[config.mk]
export PLATFORM = sky130hd
export DESIGN_NAME = ldst_fmt
export DESIGN_NICKNAME = d
export VERILOG_FILES = /design/src/rtl/ldst_pkg.sv /design/src/rtl/ldst_ctrl.sv /design/src/rtl/ldst_load_fmt.sv /design/src/rtl/ldst_store_fmt.sv /design/src/rtl/ldst_fmt.sv
export SDC_FILE = /design/constraint.sdc
export NUM_CORES = 1
export LEC_CHECK = 0
export BUFFER_PORTS_ARGS = -buffer_cell sky130_fd_sc_hd__buf_2
export CAP_MARGIN = 40
export CORE_ASPECT_RATIO = 0.8
export CORE_MARGIN = 4
export CORE_UTILIZATION = 48
export DETAILED_ROUTE_END_ITERATION = 12
export GPL_ROUTABILITY_DRIVEN = 0
export PLACE_DENSITY = 0.81
export SYNTH_ARGS = -nofsm -noshare
export SYNTH_HDL_FRONTEND = slang
export SYNTH_SLANG_ARGS = --single-unit
[constraint.sdc]
create_clock -name clk -period 2.2 [get_ports clk]
set_clock_uncertainty 0.15 [all_clocks]
set_input_delay 0.44 -clock clk [delete_from_list [all_inputs] [get_ports clk]]
set_output_delay 0.44 -clock clk [all_outputs]
set_load 0.01 [all_outputs]
[src/rtl/ldst_pkg.sv]
package ldst_pkg;

  typedef enum logic [1:0] {
    SZ_BYTE  = 2'd0,
    SZ_HALF  = 2'd1,
    SZ_WORD  = 2'd2,
    SZ_DWORD = 2'd3
  } acc_size_e;

  typedef enum logic [1:0] {
    ST_IDLE = 2'd0,
    ST_MEM  = 2'd1,
    ST_WB   = 2'd2
  } fsm_e;

  typedef struct packed {
    logic      store;
    acc_size_e size;
    logic      sgn;
    logic      swap;
  } acc_mode_t;

endpackage

[src/rtl/ldst_ctrl.sv]
module ldst_ctrl
  import ldst_pkg::*;
#(
  parameter int ADDR_W  = 32,
  parameter int REG_CNT = 16,
  parameter int LANES   = 4
) (
  input  logic                       clk,
  input  logic                       rst_n,
  input  logic                       req_valid_i,
  input  logic                       req_store_i,
  input  acc_size_e                  req_size_i,
  input  logic                       req_sgn_i,
  input  logic                       req_swap_i,
  input  logic [ADDR_W-1:0]          req_addr_i,
  input  logic [$clog2(REG_CNT)-1:0] req_reg_i,
  input  logic                       mem_ready_i,
  input  logic                       wb_ready_i,
  output logic                       req_ready_o,
  output logic                       mem_valid_o,
  output logic                       wb_valid_o,
  output logic [ADDR_W-1:0]          mem_addr_o,
  output logic [$clog2(REG_CNT)-1:0] reg_idx_o,
  output acc_mode_t                  mode_o,
  output logic [$clog2(LANES)-1:0]   off_o,
  output logic                       ld_cap_o,
  output logic                       done_o,
  output logic                       misaligned_o,
  output logic                       illegal_o
);

  localparam int IDX_W = $clog2(REG_CNT);
  localparam int OFF_W = $clog2(LANES);
  localparam logic [IDX_W-1:0] TOP_PAIR = IDX_W'(REG_CNT - 2);

  fsm_e              state_q, state_n;
  logic              beat_q, beat_n;
  logic              done_q, done_n;
  logic              mis_q, mis_n;
  logic              ill_q, ill_n;
  logic              cap_en;
  acc_mode_t         mode_q;
  logic [ADDR_W-1:0] addr_q;
  logic [IDX_W-1:0]  reg_q;

  logic req_mis, req_ill, last_beat, is_dword;

  // request screening, done on the request inputs before anything is issued
  always_comb begin
    req_mis = 1'b0;
    if (req_size_i == SZ_HALF) req_mis = req_addr_i[0];
    else if (req_size_i == SZ_WORD || req_size_i == SZ_DWORD)
      req_mis = (req_addr_i[OFF_W-1:0] != '0);
    req_ill = (req_size_i == SZ_DWORD) && (req_reg_i[0] || req_reg_i == TOP_PAIR);
  end

  assign is_dword  = (mode_q.size == SZ_DWORD);
  assign last_beat = !is_dword || beat_q;

  // next-state logic
  always_comb begin
    state_n = state_q;
    beat_n  = beat_q;
    done_n  = 1'b0;
    mis_n   = 1'b0;
    ill_n   = 1'b0;
    cap_en  = 1'b0;
    unique case (state_q)
      ST_IDLE: begin
        if (req_valid_i) begin
          cap_en = 1'b1;
          mis_n  = req_mis;
          ill_n  = req_ill;
          beat_n = 1'b0;
          if (!(req_mis || req_ill)) state_n = ST_MEM;
        end
      end
      ST_MEM: begin
        if (mem_ready_i) begin
          if (mode_q.store) begin
            if (last_beat) begin
              state_n = ST_IDLE;
              done_n  = 1'b1;
            end else begin
              beat_n = 1'b1;
            end
          end else begin
            state_n = ST_WB;
          end
        end
      end
      ST_WB: begin
        if (wb_ready_i) begin
          if (last_beat) begin
            state_n = ST_IDLE;
            done_n  = 1'b1;
          end else begin
            beat_n  = 1'b1;
            state_n = ST_MEM;
          end
        end
      end
      default: state_n = ST_IDLE;
    endcase
  end

  // control registers
  always_ff @(posedge clk or negedge rst_n) begin
    if (!rst_n) begin
      state_q <= ST_IDLE;
      beat_q  <= 1'b0;
      done_q  <= 1'b0;
      mis_q   <= 1'b0;
      ill_q   <= 1'b0;
    end else begin
      state_q <= state_n;
      beat_q  <= beat_n;
      done_q  <= done_n;
      mis_q   <= mis_n;
      ill_q   <= ill_n;
    end
  end

  // request capture, clock-enabled datapath registers
  always_ff @(posedge clk) begin
    if (cap_en) begin
      mode_q <= '{store: req_store_i, size: req_size_i, sgn: req_sgn_i, swap: req_swap_i};
      addr_q <= req_addr_i;
      reg_q  <= req_reg_i;
    end
  end

  // outputs
  assign req_ready_o  = (state_q == ST_IDLE);
  assign mem_valid_o  = (state_q == ST_MEM);
  assign wb_valid_o   = (state_q == ST_WB);
  assign ld_cap_o     = (state_q == ST_MEM) && mem_ready_i && !mode_q.store;
  assign mem_addr_o   = addr_q + (beat_q ? ADDR_W'(LANES) : '0);
  assign off_o        = addr_q[OFF_W-1:0];
  assign mode_o       = mode_q;
  assign done_o       = done_q;
  assign misaligned_o = mis_q;
  assign illegal_o    = ill_q;

  // pair select: big-endian first beat is the odd register, swap mode flips it
  always_comb begin
    if (is_dword) reg_idx_o = {reg_q[IDX_W-1:1], ~(beat_q ^ mode_q.swap)};
    else          reg_idx_o = reg_q;
  end

endmodule

[src/rtl/ldst_load_fmt.sv]
module ldst_load_fmt
  import ldst_pkg::*;
#(
  parameter int DATA_W = 32
) (
  input  logic [DATA_W-1:0]            rdata_i,
  input  logic [$clog2(DATA_W/8)-1:0]  off_i,
  input  acc_mode_t                    mode_i,
  output logic [DATA_W-1:0]            data_o
);

  localparam int LANES  = DATA_W / 8;
  localparam int HALVES = LANES / 2;
  localparam int OFF_W  = $clog2(LANES);

  logic [7:0]        byte_v;
  logic [15:0]       half_raw, half_v;
  logic [DATA_W-1:0] word_sw;

  // lane k of the bus sits at the most significant end for offset 0
  always_comb begin
    byte_v = '0;
    for (int i = 0; i < LANES; i++)
      if (off_i == OFF_W'(i)) byte_v = rdata_i[DATA_W-1-8*i -: 8];
    half_raw = '0;
    for (int j = 0; j < HALVES; j++)
      if (off_i[OFF_W-1:1] == (OFF_W-1)'(j)) half_raw = rdata_i[DATA_W-1-16*j -: 16];
    half_v = mode_i.swap ? {half_raw[7:0], half_raw[15:8]} : half_raw;
    for (int i = 0; i < LANES; i++)
      word_sw[8*i +: 8] = rdata_i[DATA_W-1-8*i -: 8];
  end

  always_comb begin
    unique case (mode_i.size)
      SZ_BYTE: data_o = {{(DATA_W-8){mode_i.sgn & byte_v[7]}}, byte_v};
      SZ_HALF: data_o = {{(DATA_W-16){mode_i.sgn & half_v[15]}}, half_v};
      default: data_o = mode_i.swap ? word_sw : rdata_i;
    endcase
  end

endmodule

[src/rtl/ldst_store_fmt.sv]
module ldst_store_fmt
  import ldst_pkg::*;
#(
  parameter int DATA_W = 32
) (
  input  logic [DATA_W-1:0]            src_i,
  input  logic [$clog2(DATA_W/8)-1:0]  off_i,
  input  acc_mode_t                    mode_i,
  output logic [DATA_W-1:0]            wdata_o,
  output logic [DATA_W/8-1:0]          be_o
);

  localparam int LANES  = DATA_W / 8;
  localparam int HALVES = LANES / 2;
  localparam int OFF_W  = $clog2(LANES);

  logic [15:0]       half_v;
  logic [DATA_W-1:0] word_sw;

  always_comb begin
    half_v = mode_i.swap ? {src_i[7:0], src_i[15:8]} : src_i[15:0];
    for (int i = 0; i < LANES; i++)
      word_sw[8*i +: 8] = src_i[DATA_W-1-8*i -: 8];
    unique case (mode_i.size)
      SZ_BYTE: wdata_o = {LANES{src_i[7:0]}};
      SZ_HALF: wdata_o = {HALVES{half_v}};
      default: wdata_o = mode_i.swap ? word_sw : src_i;
    endcase
  end

  // one enable per lane; lane g carries address offset g (most significant first)
  for (genvar g = 0; g < LANES; g++) begin : g_lane
    logic hit_byte, hit_half;
    assign hit_byte = (mode_i.size == SZ_BYTE) && (off_i == OFF_W'(g));
    assign hit_half = (mode_i.size == SZ_HALF) && (off_i[OFF_W-1:1] == (OFF_W-1)'(g / 2));
    assign be_o[LANES-1-g] = hit_byte || hit_half ||
                             (mode_i.size == SZ_WORD) || (mode_i.size == SZ_DWORD);
  end

endmodule

[src/rtl/ldst_fmt.sv]
module ldst_fmt
  import ldst_pkg::*;
#(
  parameter int DATA_W  = 32,
  parameter int ADDR_W  = 32,
  parameter int REG_CNT = 16
) (
  input  logic                       clk,
  input  logic                       rst_n,
  input  logic                       req_valid,
  output logic                       req_ready,
  input  logic                       req_store,
  input  logic [1:0]                 req_size,
  input  logic                       req_signed,
  input  logic                       req_swap,
  input  logic [ADDR_W-1:0]          req_addr,
  input  logic [$clog2(REG_CNT)-1:0] req_reg,
  output logic                       mem_valid,
  input  logic                       mem_ready,
  output logic                       mem_we,
  output logic [ADDR_W-1:0]          mem_addr,
  output logic [DATA_W/8-1:0]        mem_be,
  output logic [DATA_W-1:0]          mem_wdata,
  input  logic [DATA_W-1:0]          mem_rdata,
  output logic [$clog2(REG_CNT)-1:0] rf_rd_idx,
  input  logic [DATA_W-1:0]          rf_rd_data,
  output logic                       rf_wr_valid,
  input  logic                       rf_wr_ready,
  output logic [$clog2(REG_CNT)-1:0] rf_wr_idx,
  output logic [DATA_W-1:0]          rf_wr_data,
  output logic                       done,
  output logic                       misaligned,
  output logic                       illegal
);

  localparam int LANES = DATA_W / 8;
  localparam int OFF_W = $clog2(LANES);
  localparam int IDX_W = $clog2(REG_CNT);

  // reset: asserted asynchronously, released on the clock
  logic [1:0] rst_sync_q;
  logic       rst_int_n;

  always_ff @(posedge clk or negedge rst_n) begin
    if (!rst_n) rst_sync_q <= 2'b00;
    else        rst_sync_q <= {rst_sync_q[0], 1'b1};
  end
  assign rst_int_n = rst_sync_q[1];

  acc_mode_t         mode;
  logic [OFF_W-1:0]  off;
  logic [IDX_W-1:0]  reg_idx;
  logic              ld_cap;
  logic [DATA_W-1:0] ld_fmt;
  logic [DATA_W-1:0] wb_data_q, wb_data_n;

  ldst_ctrl #(
    .ADDR_W (ADDR_W),
    .REG_CNT(REG_CNT),
    .LANES  (LANES)
  ) ctrl_i (
    .clk         (clk),
    .rst_n       (rst_int_n),
    .req_valid_i (req_valid),
    .req_store_i (req_store),
    .req_size_i  (acc_size_e'(req_size)),
    .req_sgn_i   (req_signed),
    .req_swap_i  (req_swap),
    .req_addr_i  (req_addr),
    .req_reg_i   (req_reg),
    .mem_ready_i (mem_ready),
    .wb_ready_i  (rf_wr_ready),
    .req_ready_o (req_ready),
    .mem_valid_o (mem_valid),
    .wb_valid_o  (rf_wr_valid),
    .mem_addr_o  (mem_addr),
    .reg_idx_o   (reg_idx),
    .mode_o      (mode),
    .off_o       (off),
    .ld_cap_o    (ld_cap),
    .done_o      (done),
    .misaligned_o(misaligned),
    .illegal_o   (illegal)
  );

  ldst_load_fmt #(.DATA_W(DATA_W)) load_i (
    .rdata_i(mem_rdata),
    .off_i  (off),
    .mode_i (mode),
    .data_o (ld_fmt)
  );

  ldst_store_fmt #(.DATA_W(DATA_W)) store_i (
    .src_i  (rf_rd_data),
    .off_i  (off),
    .mode_i (mode),
    .wdata_o(mem_wdata),
    .be_o   (mem_be)
  );

  // writeback holding register: next-state and register kept apart
  always_comb begin
    wb_data_n = wb_data_q;
    if (ld_cap) wb_data_n = ld_fmt;
  end

  always_ff @(posedge clk) begin
    wb_data_q <= wb_data_n;
  end

  assign mem_we     = mode.store;
  assign rf_rd_idx  = reg_idx;
  assign rf_wr_idx  = reg_idx;
  assign rf_wr_data = wb_data_q;

endmodule

# Word-level counts from Yosys, hierarchy flattened
# Cells that the tools add are included.
op_classes:
  n_bitwise: 5
  mux: 40
  eq_ne: 18
  reduce_logical: 34
  n_addsub: 1
ops:
  columns: ["cell", "n"]
  rows:
  - ["case mux 32 bit (2 select lines)", 2]
  - ["two-way mux 32 bit", 2]
  - ["two-way mux 16 bit", 3]
  - ["adder 32 bit", 1]
  - ["two-way mux 8 bit", 4]
  - ["two-way mux 1 bit", 19]
  - ["logical OR 1 bit", 16]
  - ["equality test 2 bit, second input constant", 7]
  - ["two-way mux 2 bit", 6]
  - ["AND reduction 5 bit", 2]
  - ["logical AND 1 bit", 9]
  - ["equality test 2 x 1 -> 1 bit, second input constant", 4]
  - ["zero test 2 bit", 3]
  - ["inequality test 2 x 1 -> 1 bit, second input constant", 3]
  - ["case mux 2 bit (3 select lines)", 1]
  - ["equality test 4 bit, second input constant", 1]
  - ["inequality test 2 bit, second input constant", 2]
  - ["two-way mux 3 bit", 1]
  - ["inequality test 3 bit, second input constant", 1]
  - ["case mux 1 bit (3 select lines)", 1]
  - ["nonzero test 3 bit", 1]
  - ["AND 1 bit", 2]
  - ["zero test 1 bit", 2]
  - ["inverter 1 bit", 2]
  - ["3 further kinds", 3]
word_totals:
  ff_bits: 81

# Depth between registers and ports, before layout
depth:
  depth_word: 8
  mapped_depth: 7
  mapped_depth_nobuf: 6

# By module
# Synthesis repeated with hierarchy kept, for this count alone.
unflattened:
  hier_cells: 467
  area_unflattened_um2: 5424.0
modules_own_cells:
  columns: ["module", "seq_area_each_um2", "area_per_inst_um2", "cells_each", "instances"]
  rows:
  - ["ldst_ctrl", 1381.3, 2334.7, 181, 1]
  - ["ldst_load_fmt", 0.0, 1153.6, 114, 1]
  - ["ldst_fmt", 1011.0, 1044.8, 39, 1]
  - ["ldst_store_fmt", 0.0, 890.9, 133, 1]

# Least setup slack after synthesis
# Ideal clock, no wire load.
synth_timing:
  kind: "flip-flop to flip-flop"
  startpoint: "register ctrl_i.state_q[1]"
  endpoint: "register wb_data_q[0], in the netlist rf_wr_data[0] (enable)"
  path_slack_ns: -0.568
  stages_incl_launch_ff: 5
  arrival_time_ns: 2.197
  synth_period_minus_slack_ns: 2.768
  setup_time_ns: 0.421
  n_path_buf: 0
  cell_sequence: "dfrtp_1 > inv_1 > ha_1 > nand2b_1 > nor2_1"
synth_via:
  elab_chain_len: 3
synth_rtl:
  columns: ["element", "line_no", "rtl"]
  rows:
  - ["start, declared", "ldst_ctrl.sv:36", "fsm_e state_q, state_n;"]
  - ["start signal, assigned", "ldst_ctrl.sv:116", "state_q <= state_n;"]
  - ["equality test 2 x 1 -> 1 bit", null, null]
  - ["named net mem_valid", "ldst_fmt.sv:18", "output logic mem_valid,"]
  - ["logical AND 1 bit (2 in a row)", "ldst_ctrl.sv:137", "assign ld_cap_o = (state_q == ST_MEM) && mem_ready_i && !mode_q.store;"]
  - ["named net ctrl_i.ld_cap_o", "ldst_ctrl.sv:26", "output logic ld_cap_o,"]
  - ["end signal, assigned", "ldst_fmt.sv:108", "wb_data_q <= wb_data_n;"]
  - ["end, declared", "ldst_fmt.sv:55", "logic [DATA_W-1:0] wb_data_q, wb_data_n;"]
# The timed path passes the listed nets, and every way through them passes these cells.
# A chain may end at the register's enable or synchronous reset.

# Final worst setup path
layout_timing:
  startpoint: "register ctrl_i.beat_q"
  endpoint: "output mem_addr[16]"
layout_via:
  elab_chain_len: 2
layout_rtl:
  columns: ["element", "line_no", "rtl"]
  rows:
  - ["start, declared", "ldst_ctrl.sv:37", "logic beat_q, beat_n;"]
  - ["start signal, assigned", "ldst_ctrl.sv:117", "beat_q <= beat_n;"]
  - ["two-way mux 3 bit", "ldst_ctrl.sv:138", "assign mem_addr_o = addr_q + (beat_q ? ADDR_W'(LANES) : '0);"]
  - ["adder 32 bit", "ldst_ctrl.sv:138", null]
  - ["end, declared", "ldst_fmt.sv:21", "output logic [ADDR_W-1:0] mem_addr,"]
# No other way between the ends.

==> summary.md <==
| Metric | Value |
|---|---|
| Status | finished, violations left |
| Violated checks | setup timing |
| Final setup fails | 56 |
| Count leader, synth | edfxtp_1 |
| Hold path start | req_store |
| Bufs and invs on worst path | 2 |
| Synth top area share | 0.4287 |
| TritonCTS Buffers | 9 |
| Wire per inst | 18.86 um |
| Initial antenna violation count | 1 |
| Crit path top cell by count | ha_4 |
| Count of cell types in the netlist | 44 |
| RSZ-0062 raised after global routing | yes |
| TritonRoute pass-1 iters | 4 |
| Fillers | 712 |
| Area Overhead vs Synth | 52.17% |
| Critical path data required time | 1610 ps |
| Via count | 4895 |
| Row count | 33 |
| Sequential area share after synthesis | 0.4678 |
| Global-route wire length before repair | 24650 um |
| Synth Register Bits | 81 |
| Final WL | 16560 um |
| Initial DRC Count | 209 |
| HP Class | input port to register |
| Tot GR Track Use | 0.2536 |
| Worst-Skew Late Latency | 330 ps |
| Port Buffers | 224 |
| Critical path capture point type | output port |
| Crit path cell chain | ha_4, ha_4, nand4_1, nor2_2, buf_4, nand3_2, xnor2_1, buf_2 |
| P_sw | 0.002471 W |
| Sequential Power Share | 0.325 |
| Hold Violations, Final | 0 |
| Final period utilization | 1.132 |
| Max Fclk | 0.4014 GHz |
| Clk pwr share | 0.209 |
| Grt total ovfl | 0 |
| H-tree depth | 3 |
| Cell taking the most area after synthesis | edfxtp_1 |
| Final ANT Viol Nets | 0 |
| Post-synth ARST share | 0.09877 |
| DIE AREA | 12380 um^2 |
| Max VDD drop | 0.0004833 V |
| Pwr dens | 884.8 nW/um^2 |
| CTS root buf | clkbuf_16 |
| Setup ws final | -291.3 ps |
| Post-synth EDFFs | 73 |
| Max incr delay on CP | 390 ps |
| WP data arrival | 1900 ps |
| Sink Count | 81 |
| Vias in the first global route | 4963 |
| Mean area per synthesized cell | 11.41 um^2 |
| P_int | 0.004414 W |
| CTS tree | yes |
| DP HPWL | 11530 um |
| Crit start category | register |
| Post-Layout Cell Count | 878 |
| Setup crit start | ctrl_i.beat_q |
| Drt drc | 0 |
| CTS max path bufs | 2 |
| Core ar. | 10320 um^2 |
| Initial core utilization | 0.4954 |
| Cell family with most CP delay | simple AND/OR/NAND/NOR gates |
| Clock slew at reported path FFs | 60 ps |
| P_leak | 3.467 nW |
| I/O pins | 225 |
| Vias per cell | 5.575 |
| Final Net Count | 849 |
| Fraction of layout cells with a size suffix above 1 | 0.5908 |
| Combinational share of power | 0.466 |
| Main synth FF type | edfxtp_1 |
| Worst r2r src | ctrl_i.mode_o[2] |
| Pin count of the biggest net entering global routing | 36 |
| # placed instances | 818 |
| Mapped Nets | 564 |
| Worst relative slew slack | 0.6658 |
| Post-synthesis cell area | 5114 um^2 |
| Max-slew violations | 0 |
| N_diodes | 0 |
| TNS Setup | -6282 ps |
| Syn. warnings | 0 |
| Die X | 123.4 um |
| Final core utilization | 0.7538 |
| Switching fraction of total power | 0.3589 |
| Fin crit period | 2491 ps |
| Worst slew pin tran | 500.2 ps |
| Commonest cells in the synthesized netlist | edfxtp_1 (73), nand2_1 (48), nor2_1 (42) |
| Chip height | 100.3 um |
| Max Cap Viol | 0 |
| Leading post-synthesis cells by cell area | edfxtp_1 (43%), mux2_2 (5.3%), mux4_1 (4.6%) |
| Syn Inst Count | 448 |
| Critical path class | register to output port |
| Crit path max fanout | 3 |
| Slowest stage cell, crit path | dfrtp_1 |
## cell usage in the layout (no fill, tap or decap), types with 6 or more instances in the layout
cell,n
buf_4,55
a21o_1,18
nor2_4,12
xor2_1,6
buf_2,223
a22oi_2,6
buf_6,14
nor2_2,9
o21a_1,7
mux2_2,19
nand3_2,7
mux4_1,6
nand2b_1,6
edfxtp_1,73
mux4_2,11
inv_1,8
nand4_1,15
o21ai_1,13
xnor2_1,18
mux2i_1,16
clkbuf_16,10
a22oi_1,8
dfrtp_1,8
buf_12,8
nor2_1,21
o22ai_2,7
nand2_1,39
## final cells by class
| cell class | instances | area [um^2] | share of cell area |
|---|---|---|---|
| repair buffers | 305 | 1912 | 0.2457 |
| flip-flops and latches | 81 | 2392 | 0.3074 |
| well taps | 140 | 175.2 | 0.02251 |
| inverters | 11 | 48.80 | 0.006271 |
| clock buffers | 13 | 261.5 | 0.03361 |
| multi-input cells | 325 | 2970 | 0.3817 |
| clock inverters | 3 | 21.27 | 0.002734 |
## logic make-up (layout without fill, tap and decap cells)
| logic type | Yosys count | in the layout | synth area share |
|---|---|---|---|
| and+or+nand+nor | 145 | 145 | 0.1348 |
| AOI/OAI and AO/OA | 85 | 85 | 0.1182 |
| DFF | 81 | 81 | 0.4678 |
| muxes | 59 | 59 | 0.1696 |
| buffers and inverters | 42 | 332 | 0.04453 |
| xor gates and xnor gates | 29 | 29 | 0.04967 |
| adders and majority gates | 6 | 6 | 0.01468 |
| other | 1 | 1 | 0.0007333 |
## power by group through the flow
stage / combinational, W / sequential, W / clock (W)
after floorplan: 0.00158 / 0.00230 / 0
after global placement: 0.00257 / 0.00226 / 0
after detailed placement: 0.00264 / 0.00227 / 0
after CTS: 0.00302 / 0.00223 / 0.00146
after global routing: 0.00346 / 0.00226 / 0.00153
final: 0.00321 / 0.00224 / 0.00144
## metrics by stage
step	setup slack [ps]	power [W]	hold WS [ps]	instance area [um^2]
final	-291.3	0.006885	133.2	7781
after CTS	-266.9	0.006711	122.0	7430
after global placement	-32.42	0.004825	-41.18	6563
after global routing	-427.6	0.007257	121.2	7781
after floorplan	17.45	0.003873	-82.17	5125
after detailed placement	-108.0	0.004908	-36.91	6563
## layer usage
metal	up-vias	track usage	part of all wire
li1	2247	-	-
met1	2347	0.2986	0.37
met2	267	0.4570	0.53
met3	32	0.05239	0.078
met4	2	0.09021	0.020
met5	-	0	0.00078
## path summary, 6_finish.rpt
path / endpoint / depth (start not counted) / slack, ps
max: mem_addr[16] / 8 / -290
max reg2reg: rf_wr_data[4] / 7 / -30
max in group asynchronous: ctrl_i.beat_q / 1 / 1150
min reg2reg: rst_sync_q[1] / 0 / 220
min: ctrl_i.mode_o[4] / 1 / 130
min in group asynchronous: rst_sync_q[1] / 2 / 270
## sequential cells by signal, summed over array words and instances (netlist names)
signal	flops
ctrl_i.state_q	2
rst_sync_q	2
ctrl_i.done_o	1
ctrl_i.addr_q	32
ctrl_i.reg_q	4
ctrl_i.misaligned_o	1
ctrl_i.illegal_o	1
rf_wr_data	32
ctrl_i.mode_o	5
ctrl_i.beat_q	1
## what timing repair did
item                                    CTS  global route
endpoints found under the setup margin   64            70
pin swaps                                43            43
hold endpoints to repair                  8             0
resized for setup                       102            58
setup buffers                            23            19
cloned                                    3             0
hold buffers                              2             0
Note: power is estimated with default switching activity, not from simulation.
